===== src/rtl/eth_irq_pkg.sv =====
package eth_irq_pkg;
  localparam int REG_W   = 32;
  localparam int EV_TOP  = 31;
  localparam int EV_LOW  = 22;
  localparam int SUM_BIT = 21;
  localparam int NUM_EV  = EV_TOP - EV_LOW + 1;
  localparam int NUM_BABBLE = 2;

  typedef logic [NUM_EV-1:0] ev_bits_t;

  typedef enum logic [1:0] {
    GS_IDLE = 2'd0,
    GS_WAIT = 2'd1,
    GS_HELD = 2'd2
  } gs_state_t;
endpackage


===== src/rtl/eirq_babble_det.sv =====
module eirq_babble_det #(
  parameter int LEN_W = 14
) (
  input  logic             clk,
  input  logic             rst,
  input  logic             sof_i,
  input  logic             byte_i,
  input  logic [LEN_W-1:0] max_len_i,
  output logic             evt_o
);
  logic [LEN_W-1:0] cnt_q;
  logic             armed_q;
  logic             evt_q;
  logic [LEN_W-1:0] base;
  logic             live;
  logic             over;

  // a start strobe restarts the count in its own cycle
  assign base = sof_i ? '0 : cnt_q;
  assign live = sof_i | armed_q;
  assign over = byte_i && live && (base == max_len_i);

  always_ff @(posedge clk) begin
    if (rst) begin
      cnt_q   <= '0;
      armed_q <= 1'b0;
      evt_q   <= 1'b0;
    end else begin
      evt_q <= over;
      if (over)       armed_q <= 1'b0;
      else if (sof_i) armed_q <= 1'b1;
      if (byte_i && live && !over) cnt_q <= base + LEN_W'(1);
      else if (sof_i)              cnt_q <= '0;
    end
  end

  assign evt_o = evt_q;

  // an oversize event always follows a byte strobe
  assert_babble_needs_byte_R8: assert property (@(posedge clk) disable iff (rst)
    evt_q |-> $past(byte_i));
endmodule


===== src/rtl/eirq_gstop_det.sv =====
module eirq_gstop_det
  import eth_irq_pkg::*;
(
  input  logic clk,
  input  logic rst,
  input  logic req_i,
  input  logic busy_i,
  output logic evt_o
);
  gs_state_t st_q, st_d;
  logic      fire;
  logic      evt_q;

  always_comb begin
    st_d = st_q;
    fire = 1'b0;
    case (st_q)
      GS_IDLE: if (req_i) begin
        if (!busy_i) begin fire = 1'b1; st_d = GS_HELD; end
        else st_d = GS_WAIT;
      end
      GS_WAIT: if (!req_i) st_d = GS_IDLE;
               else if (!busy_i) begin fire = 1'b1; st_d = GS_HELD; end
      GS_HELD: if (!req_i) st_d = GS_IDLE;
      default: st_d = GS_IDLE;
    endcase
  end

  always_ff @(posedge clk) begin
    if (rst) begin
      st_q  <= GS_IDLE;
      evt_q <= 1'b0;
    end else begin
      st_q  <= st_d;
      evt_q <= fire;
    end
  end

  assign evt_o = evt_q;

  assert_gstop_when_idle_R10: assert property (@(posedge clk) disable iff (rst)
    evt_q |-> $past(req_i && !busy_i));
  assert_gstop_single_R10: assert property (@(posedge clk) disable iff (rst)
    evt_q |=> !evt_q);
endmodule


===== src/rtl/eirq_regs.sv =====
module eirq_regs
  import eth_irq_pkg::*;
#(
  parameter int ADDR_W = 8
) (
  input  logic              clk,
  input  logic              rst,
  input  ev_bits_t          set_i,
  input  logic [ADDR_W-1:0] addr_i,
  input  logic              wr_i,
  input  ev_bits_t          wbits_i,
  output logic [REG_W-1:0]  rdata_o,
  output logic              irq_o
);
  localparam logic [ADDR_W-1:0] OFF_EV   = ADDR_W'(0);
  localparam logic [ADDR_W-1:0] OFF_MASK = ADDR_W'(4);

  ev_bits_t           ev_q, mask_q, clr_vec;
  logic               irq_q;
  logic [REG_W-1:0]   rd_q;
  logic               hit_ev, hit_mask;

  assign hit_ev   = wr_i && (addr_i == OFF_EV);
  assign hit_mask = wr_i && (addr_i == OFF_MASK);
  assign clr_vec  = hit_ev ? wbits_i : '0;

  always_ff @(posedge clk) begin
    if (rst) begin
      ev_q   <= '0;
      mask_q <= '0;
      irq_q  <= 1'b0;
      rd_q   <= '0;
    end else begin
      ev_q  <= (ev_q & ~clr_vec) | set_i;   // set beats clear
      if (hit_mask) mask_q <= wbits_i;
      irq_q <= |(ev_q & mask_q);
      case (addr_i)
        OFF_EV:   rd_q <= {ev_q, irq_q, {SUM_BIT{1'b0}}};
        OFF_MASK: rd_q <= {mask_q, {(SUM_BIT+1){1'b0}}};
        default:  rd_q <= '0;
      endcase
    end
  end

  assign rdata_o = rd_q;
  assign irq_o   = irq_q;

  assert_w1c_clears_R3: assert property (@(posedge clk) disable iff (rst)
    (hit_ev && ((set_i & clr_vec) == '0)) |=> ((ev_q & $past(clr_vec)) == '0));
  assert_set_wins_R4: assert property (@(posedge clk) disable iff (rst)
    (|set_i) |=> ((ev_q & $past(set_i)) == $past(set_i)));
  assert_masked_quiet_R5: assert property (@(posedge clk) disable iff (rst)
    ((ev_q & mask_q) == '0) |=> !irq_q);
  assert_reserved_zero_R2: assert property (@(posedge clk) disable iff (rst)
    rd_q[SUM_BIT-1:0] == '0);
endmodule


===== src/rtl/eth_irq_ctrl.sv =====
module eth_irq_ctrl
  import eth_irq_pkg::*;
#(
  parameter int LEN_W  = 14,
  parameter int ADDR_W = 8
) (
  input  logic              clk,
  input  logic              rst,
  input  logic              hb_err_i,
  input  logic              tx_frame_i,
  input  logic              tx_buf_i,
  input  logic              rx_frame_i,
  input  logic              rx_buf_i,
  input  logic              mgmt_done_i,
  input  logic              bus_err_i,
  input  logic [LEN_W-1:0]  max_frame_len_i,
  input  logic              rx_sof_i,
  input  logic              rx_byte_i,
  input  logic              tx_sof_i,
  input  logic              tx_byte_i,
  input  logic              gstop_req_i,
  input  logic              tx_active_i,
  input  logic [ADDR_W-1:0] reg_addr_i,
  input  logic              reg_wr_i,
  input  logic [31:0]       reg_wdata_i,
  output logic [31:0]       reg_rdata_o,
  output logic              irq_o
);
  // index 0 = receive watchdog, index 1 = transmit watchdog
  logic [NUM_BABBLE-1:0] bab_sof, bab_byte, bab_evt;
  logic                  gs_evt;
  ev_bits_t              set_vec;
  logic                  unused_wdata;

  assign bab_sof  = {tx_sof_i, rx_sof_i};
  assign bab_byte = {tx_byte_i, rx_byte_i};

  for (genvar g = 0; g < NUM_BABBLE; g++) begin : g_babble
    eirq_babble_det #(.LEN_W(LEN_W)) u_det (
      .clk       (clk),
      .rst       (rst),
      .sof_i     (bab_sof[g]),
      .byte_i    (bab_byte[g]),
      .max_len_i (max_frame_len_i),
      .evt_o     (bab_evt[g])
    );
  end

  eirq_gstop_det u_gstop (
    .clk    (clk),
    .rst    (rst),
    .req_i  (gstop_req_i),
    .busy_i (tx_active_i),
    .evt_o  (gs_evt)
  );

  assign set_vec = {hb_err_i, bab_evt[0], bab_evt[1], gs_evt, tx_frame_i,
                    tx_buf_i, rx_frame_i, rx_buf_i, mgmt_done_i, bus_err_i};

  assign unused_wdata = ^reg_wdata_i[SUM_BIT:0];

  eirq_regs #(.ADDR_W(ADDR_W)) u_regs (
    .clk     (clk),
    .rst     (rst),
    .set_i   (set_vec),
    .addr_i  (reg_addr_i),
    .wr_i    (reg_wr_i),
    .wbits_i (reg_wdata_i[EV_TOP:EV_LOW]),
    .rdata_o (reg_rdata_o),
    .irq_o   (irq_o)
  );
endmodule


===== config.mk =====
export PLATFORM = sky130hd
export DESIGN_NAME = eth_irq_ctrl
export DESIGN_NICKNAME = d
export VERILOG_FILES = /design/src/rtl/eth_irq_pkg.sv /design/src/rtl/eirq_babble_det.sv /design/src/rtl/eirq_gstop_det.sv /design/src/rtl/eirq_regs.sv /design/src/rtl/eth_irq_ctrl.sv
export SDC_FILE = /design/constraint.sdc
export NUM_CORES = 1
export LEC_CHECK = 0
export BUFFER_PORTS_ARGS = -buffer_cell sky130_fd_sc_hd__buf_2
export CAP_MARGIN = 20
export CORE_ASPECT_RATIO = 1.25
export CORE_MARGIN = 1.5
export CORE_UTILIZATION = 53
export CTS_BUF_LIST = sky130_fd_sc_hd__clkbuf_8 sky130_fd_sc_hd__clkbuf_16
export CTS_CLUSTER_SIZE = 12
export DETAILED_ROUTE_END_ITERATION = 8
export PLACE_DENSITY = 0.83
export SETUP_SLACK_MARGIN = 0.05
export SYNTH_ARGS = -nofsm -noshare
export SYNTH_HDL_FRONTEND = slang
export SYNTH_SLANG_ARGS = --single-unit
export TNS_END_PERCENT = 10

===== constraint.sdc =====
create_clock -name clk -period 2.7 [get_ports clk]
set_clock_uncertainty 0.05 [all_clocks]
set_input_delay 0.27 -clock clk [delete_from_list [all_inputs] [get_ports clk]]
set_output_delay 0.27 -clock clk [all_outputs]
set_load 0.01 [all_outputs]

==> summary.txt <==
outcome - completed
RSZ-0062 raised after global routing - false
kind of end point of the critical path - flop
first-pass GRT wire length - 15000 µm
final hold viol count - 0
largest net degree at the start of global routing - 38
Overall Global Routing Usage - 24.1%
top_reg_cell synth - dfxtp_1
max-slew violations - 0
setup bufs post-CTS - 0
Die Ht - 98.1 µm
drt first pass iters - 4
clk root buf - clkbuf_8
Worst-Margin Slew - 0.632 ns
Final Critical Period - 2.34 ns
Synth Instances - 465
dpl hpwl - 6410 µm
Synth Cell Area - 3830 µm²
Post-synth EDFFs - 0
via count - 3604
Crit Path Max Fanout - 8
Setup crit start kind - flop
post-CTS sizing - 0
area leader, netlist - dfxtp_1
hold crit path type - primary input to flop
num ports - 103
slack of the critical path - 0.358 ns
final wirelength - 9190 µm
Yosys warning count - 0
GRT overflow - 0
Synth area leaders - dfxtp_1 35%, nor2_1 5.9%, buf_4 4.3%
gpl congestion - 0.846
post-route clock period utilization - 86.8%
Placed Instances - 591
row cnt - 34
area grow syn2layout - 11.5%
vias in the first global route - 3322
Clock Tree Buf Depth - 2
Yosys reg bits - 67
CP Data Required Time - 2.91 ns
type of the worst setup path - flop to flop
cts bufs inserted - 9
htree depth - 3
wire length per cell - 15.1 µm
Via density - 5.94
# DRC - 0
cts hold-fix bufs - 0
Worst VDD drop - 210 µV
Clock transition at path regs - 0.08 ns
pre-CTS WS - 0.293 ns
post-route cell area - 4270 µm²
Final Setup Violations - 0
antenna violations before repair - 0
layout cells sized above 1 - 19.9%
commonest non-fill, non-tap cell in the layout - dfxtp_1
sequential fraction of the synthesis area - 35.0%
antenna viol nets, final - 0
worst path arrival time - 2.55 ns
sum of negative setup slack - 0 ns
CTS tree - done
Unique masters post-synth - 65
Skew-Pair Late Insertion Delay - 0.36 ns
Cell Pwr Density - 503 nW/µm²
chip width - 79.0 µm
# diodes - 0
placed cell areas - 4050 µm²
DR iter-0 viols - 199
post-layout power - 2.15 mW
FMAX - 427 MHz
Non-Filler Instances - 607
Max Cap Viol - 0
initial core utilization - 54.9%
Final #Nets - 582
clock sink count - 67
Leakage - 1.63 nW
CORE AREA - 6980 µm²
syn avg cell area - 8.24 µm²
share of the synthesized area in the top cell type - 35.0%
# fillers - 622
I/O Buffers - 59
Slew headroom - 57.7%
die area - 7750 µm²
Post-synth ARST share - 0%
most frequent cells in the layout - 67 x dfxtp_1, 60 x nor2_1, 59 x buf_2
==> worst paths after layout <==
check | startpoint | endpoint | slack, ns | depth (start not counted)
max reg2reg | g_babble[0].u_det.cnt_q[12] | g_babble[0].u_det.cnt_q[8] | 0.36 | 6
max | g_babble[0].u_det.cnt_q[12] | g_babble[0].u_det.cnt_q[8] | 0.36 | 6
min | rx_byte_i | g_babble[0].u_det.armed_q | 0.06 | 2
min reg2reg | g_babble[0].u_det.evt_o | u_regs.ev_q[8] | 0.41 | 2
==> flip-flops by register name, summed over array words and instances (netlist names) <==
signal                  count
u_regs.irq_o                1
g_babble.u_det.armed_q      2
u_gstop.evt_o               1
g_babble.u_det.evt_o        2
u_regs.rdata_o             11
u_regs.mask_q              10
u_gstop.st_q                2
g_babble.u_det.cnt_q       28
u_regs.ev_q                10
==> stage by stage <==
step	util [%]	hold WS, ns
after CTS	61.2	0.0440
after global routing	61.2	0.0461
final	61.2	0.0577
after detailed placement	58.0	0.382
after floorplan	-	0.299
after global placement	58.0	0.370
==> critical path, stage by stage (launching register included) <==
cell and delay [ns]:
dfxtp_1 0.43, inv_2 0.08, or4_4 0.51, a32oi_2 0.24
nand4_1 0.37, nand4_1 0.22, mux2_2 0.34
==> cell usage after synthesis (all sizes together) (9+ instances only) <==
cell / n
or3: 10
nand3: 20
nand4: 13
a22oi: 11
xnor2: 15
nor2: 61
a31oi: 12
mux2i: 14
nor4bb: 9
a21oi: 30
clkbuf: 15
nand2: 42
o21ai: 14
dfxtp: 67
buf: 34
==> area by class of cell <==
cell class                      instances  area, µm²  share of cell area, %
Multi-Input combinational cell        359       2220                   51.9
Sequential cell                        67       1340                   31.4
Timing Repair Buffer                   65        340                   7.97
Clock buffer                            9        124                   2.90
Tap cell                               90        113                   2.64
Clock inverter                          7       98.8                   2.31
Inverter                               10       37.5                  0.879
==> power breakdown <==
group | total (mW) | switching (mW) | leakage (nW) | internal [mW]
logic | 0.186 | 0.117 | 0.975 | 0.0694
registers | 1.02 | 0.0143 | 0.543 | 1.00
clock network | 0.946 | 0.420 | 0.110 | 0.526
total | 2.15 | 0.551 | 1.63 | 1.60
==> cell families (layout without fill, tap and decap cells) <==
| kind of cell | after synthesis | in the layout | synth area share, % |
|---|---|---|---|
| and+or+nand+nor | 193 | 193 | 26.7 |
| AOI/OAI and AO/OA | 112 | 112 | 20.6 |
| other | 1 | 21 | 0.0979 |
| DFF | 67 | 67 | 35.0 |
| xor gates and xnor gates | 15 | 15 | 3.43 |
| muxes | 18 | 18 | 4.93 |
| buffers and inverters | 59 | 91 | 9.21 |
==> routing by layer <==
layer / vias to the layer above / track usage (%) / wire length, µm
li1: 1759 / - / -
met1: 1673 / 29.4 / 3840
met2: 150 / 40.2 / 4480
met3: 22 / 5.05 / 634
met4: 0 / 11.2 / 227
met5: - / 0 / 0
Power figures use the tool's default switching activity.
